==> src/rtl/hgr_pkg.sv <==
package hgr_pkg;

   // bit 1 = request a, bit 0 = request b
   typedef logic [1:0] req_pair_t;

   function automatic logic any_high(input req_pair_t p);
      return p[1] | p[0];
   endfunction

   function automatic logic both_high(input req_pair_t p);
      return p[1] & p[0];
   endfunction

   function automatic logic next_state(input req_pair_t p, input logic s);
      return (any_high(p) & s) | both_high(p);
   endfunction

   function automatic logic grant_of(input req_pair_t p, input logic s);
      return (any_high(p) & ~s) | both_high(p);
   endfunction

   function automatic logic ready_of(input req_pair_t p, input logic s);
      return s | both_high(p);
   endfunction

endpackage

==> src/rtl/hgr_sampler.sv <==
module hgr_sampler
   import hgr_pkg::*;
#(
   parameter int STAGES = 1
) (
   input  logic      clk,
   input  logic      rst_n,
   input  req_pair_t din,
   output req_pair_t nxt,
   output req_pair_t samp
);

   localparam int LAST = STAGES - 1;

   if (STAGES < 1) begin : g_bad_depth
      $error("hgr_sampler: STAGES must be at least 1");
   end

   req_pair_t stg [STAGES];

   always_ff @(posedge clk or negedge rst_n) begin
      if (!rst_n) begin
         for (int i = 0; i < STAGES; i++) stg[i] <= '0;
      end else begin
         stg[0] <= din;
         for (int i = 1; i < STAGES; i++) stg[i] <= stg[i-1];
      end
   end

   if (STAGES == 1) begin : g_single
      assign nxt = din;
   end else begin : g_chain
      assign nxt = stg[LAST-1];
   end

   assign samp = stg[LAST];

endmodule

==> src/rtl/hgr_logic.sv <==
module hgr_logic
   import hgr_pkg::*;
(
   input  logic      clk,
   input  logic      rst_n,
   input  req_pair_t samp,
   output logic      grant,
   output logic      ready
);

   logic state_q;
   logic state_d;

   always_comb state_d = next_state(samp, state_q);

   always_ff @(posedge clk or negedge rst_n) begin
      if (!rst_n) state_q <= 1'b0;
      else        state_q <= state_d;
   end

   always_comb begin
      grant = grant_of(samp, state_q);
      ready = ready_of(samp, state_q);
   end

endmodule

==> src/rtl/hgr_misuse.sv <==
module hgr_misuse
   import hgr_pkg::*;
(
   input  logic      clk,
   input  logic      rst_n,
   input  req_pair_t nxt,
   input  req_pair_t samp,
   output logic      err
);

   logic dbl_change;

   always_comb dbl_change = &(nxt ^ samp);

   always_ff @(posedge clk or negedge rst_n) begin
      if (!rst_n)          err <= 1'b0;
      else if (dbl_change) err <= 1'b1;
   end

endmodule

==> src/rtl/hgr_ctrl.sv <==
module hgr_ctrl
   import hgr_pkg::*;
#(
   parameter int IN_STAGES = 1
) (
   input  logic clk,
   input  logic rst_n,
   input  logic req_a,
   input  logic req_b,
   output logic grant,
   output logic ready,
   output logic proto_err
);

   req_pair_t raw_w;
   req_pair_t nxt_w;
   req_pair_t samp_w;

   assign raw_w = {req_a, req_b};

   hgr_sampler #(.STAGES(IN_STAGES)) u_sampler (
      .clk  (clk),
      .rst_n(rst_n),
      .din  (raw_w),
      .nxt  (nxt_w),
      .samp (samp_w)
   );

   hgr_logic u_logic (
      .clk  (clk),
      .rst_n(rst_n),
      .samp (samp_w),
      .grant(grant),
      .ready(ready)
   );

   hgr_misuse u_misuse (
      .clk  (clk),
      .rst_n(rst_n),
      .nxt  (nxt_w),
      .samp (samp_w),
      .err  (proto_err)
   );

endmodule

==> config.mk <==
export PLATFORM = sky130hd
export DESIGN_NAME = hgr_ctrl
export DESIGN_NICKNAME = d
export VERILOG_FILES = /design/src/rtl/hgr_pkg.sv /design/src/rtl/hgr_sampler.sv /design/src/rtl/hgr_logic.sv /design/src/rtl/hgr_misuse.sv /design/src/rtl/hgr_ctrl.sv
export SDC_FILE = /design/constraint.sdc
export NUM_CORES = 1
export LEC_CHECK = 0
export BUFFER_PORTS_ARGS = -buffer_cell sky130_fd_sc_hd__clkbuf_2
export CAP_MARGIN = 20
export CORE_AREA = 2 2 39 41
export CTS_CLUSTER_SIZE = 20
export DETAILED_ROUTE_END_ITERATION = 8
export DIE_AREA = 0 0 41 43
export GPL_ROUTABILITY_DRIVEN = 0
export PLACE_DENSITY_LB_ADDON = 0.2
export SLEW_MARGIN = 20
export SYNTH_ARGS = -nofsm -noshare
export SYNTH_HDL_FRONTEND = slang
export SYNTH_SLANG_ARGS = --single-unit
==> constraint.sdc <==
create_clock -name clk -period 0.8 [get_ports clk]
set_input_delay 0.16 -clock clk [delete_from_list [all_inputs] [get_ports clk]]
set_output_delay 0.16 -clock clk [all_outputs]
set_load 0.02 [all_outputs]
==> results.json <==
{
  "finClkSkew_ns": 0.00904,
  "avgRoutedWirePerCell_um": 8.39,
  "grt_use_met1": 0.0684,
  "area_growth_pct": 82.0,
  "wl_um": 344,
  "synthCells": 12,
  "drv_slew": 0,
  "post_dp_cell_area_um2": 216,
  "p_per_area_mw_per_mm2": 1980,
  "gr-total-overflow": 0,
  "hpwl_um": 231,
  "clockBufferDepth": 2,
  "syn_area_um2": 160,
  "violations": "negative setup slack",
  "synth_nets": 16,
  "max_slew_margin": 0.910,
  "viasPerCell": 3.37,
  "fmax_ghz": 0.851,
  "final_area_um2": 292,
  "grt_pass1_wl_um": 614,
  "hp-start": "req_b",
  "grt_pass1_vias": 158,
  "crit_slowest_cell": "dfrtp_2",
  "htreeDepth": 1,
  "crit_path_start_kind": "flip-flop",
  "rsz0062_at_grt": "true",
  "grt_usage": 0.0554,
  "setup.worst_path.end_class": "primary output",
  "vias": 138,
  "antennaDiodeCount": 0,
  "worstMarginPinSlew_ns": 0.135,
  "synth_seq_cells": 4,
  "slowest_delay_ns": 0.43,
  "synth-seq-area-share": 0.625,
  "gr-usage-met3": 0.0524,
  "dr.pass1.iters": 2,
  "post_synth_num_cell_types": 8,
  "yosys_warnings": 0,
  "critical_path_class": "flip-flop to primary output",
  "timing.rr.start": "u_sampler.samp[0]$_DFF_PN0_",
  "use_met2": 0.0563,
  "irDropWorstVdd_uv": 794,
  "antenna_found_initial": 0,
  "period_share": 1.47,
  "period_needed_ns": 1.18,
  "num-nets-final": 31,
  "die-area_mm2": 0.00176,
  "startpoint": "u_sampler.samp[0]$_DFF_PN0_",
  "fp.dieW_um": 41,
  "busiest_layer": "met1",
  "die_y_um": 43,
  "worstPathMaxFanout": 4,
  "drc_errors": 0,
  "hold_class": "input port to flip-flop",
  "rows": 14,
  "cp_num_buf_inv": 1,
  "cts_tree": "built",
  "clock_sinks": 4,
  "status": "complete, but fails checks",
  "core_area_mm2": 0.00138,
  "finalSetupViolations": 5,
  "clkTransAtPathRegs_ns": 0.03,
  "drive_above_1_share": 0.720,
  "ant_nets": 0,
  "path_delay_family": "flip-flops",
  "drt_iter0_drc": 2,
  "p_leak_uw": 0.000136,
  "final-hold-violation-count": 0,
  "grt_max_degree": 5,
  "cts_root_buffer": "clkbuf_4",
  "critPathRequiredTime_ns": 0.64,
  "clk_latency_ns": 0.23,
  "syn_area_per_cell_um2": 13.3,
  "drv_cap": 0,
  "worstPathArrival_ns": 1.02,
  "numCtsBuffers": 3,
  "boundaryPins": 7,
  "io_buffers": 6,
  "crit_path_cell_trace": "a21o_2 -> buf_6",
  "initial_core_util": 0.116,
  "place_ws_ns": -0.182,
  "finalWorstSetupSlack_ns": -0.375
}
## registers in the layout (all words and copies together), names as in the netlist
signal,cells
u_logic.state_q,1
u_misuse.err,1
u_sampler.samp,2
## cell usage after synthesis
cell,instances,share of area
xor2_1,2,0.11
o21ai_0,1,0.031
nor2b_4,1,0.086
nor2_1,1,0.023
a21o_2,1,0.055
nand2_1,1,0.023
dfrtp_1,4,0.63
a21o_1,1,0.047
## what timing repair did
item | in CTS | in global routing
setup endpoints to repair | 5 | 5
endpoints found under the hold margin | 4 | 0
setup buffers | 1 | 2
hold buffers | 1 | 0
pin swaps | 0 | 3
resized for setup | 1 | 8
## per-layer routing
layer,wire (um),vias up
met5,0,-
met3,40,0
met2,136,7
li1,-,66
met1,168,65
met4,0,0
## layout by cell type, fill, tap and decap left out
cell,n
clkbuf_2,4
clkbuf_4,3
buf_4,3
xor2_1,2
buf_6,2
dfrtp_1,2
dfrtp_2,2
nor2_4,1
a21o_2,1
nor2b_4,1
a21o_1,1
nand2_1,1
o21ai_2,1
dlygate4sd3_1,1
## kinds of logic after synthesis
family | count (synthesis) | synth area share
flip-flops | 4 | 0.625
AND/OR/NAND/NOR | 3 | 0.133
AO/OA/AOI/OAI | 3 | 0.133
XOR/XNOR | 2 | 0.109
## stage by stage
step | util | hold slack, ns | power [uW] | instances | setup TNS (ns)
floorplan | - | -0.136 | 275 | 12 | -0.218
detailed placement | 0.156 | -0.0260 | 303 | 34 | -0.455
global placement | 0.156 | -0.0305 | 300 | 34 | -0.440
global route | 0.211 | 0.0641 | 617 | 41 | -1.30
finish | 0.211 | 0.0705 | 576 | 41 | -1.10
CTS | 0.189 | 0.0625 | 568 | 39 | -1.21
## final timing paths
check                                               to  slack, ns  cells past startpoint
setup / recovery                                 ready      -0.38                      2
hold / removal             u_sampler.samp[0]$_DFF_PN0_       0.07                      1
setup reg to reg              u_misuse.err$_DFFE_PN0P_      -0.18                      3
hold reg to reg               u_misuse.err$_DFFE_PN0P_       0.50                      1
max in group asynchronous  u_sampler.samp[1]$_DFF_PN0_       0.39                      2
min in group asynchronous     u_misuse.err$_DFFE_PN0P_       0.26                      2
## power by group
part	switching [uW]	internal, uW	leakage, uW
logic	44.4	55.2	0.0000798
clock network	80.9	168	0.0000138
registers	12.3	215	0.0000421
total	138	438	0.000136
## final cells by class
class	count	area (um2)
clock buffer	3	22.5
fill	146	1090
multi-input combinational	8	71.3
sequential	4	103
tap	16	20.0
timing repair buffer	10	75.1
Power figures use the tool's default switching activity.
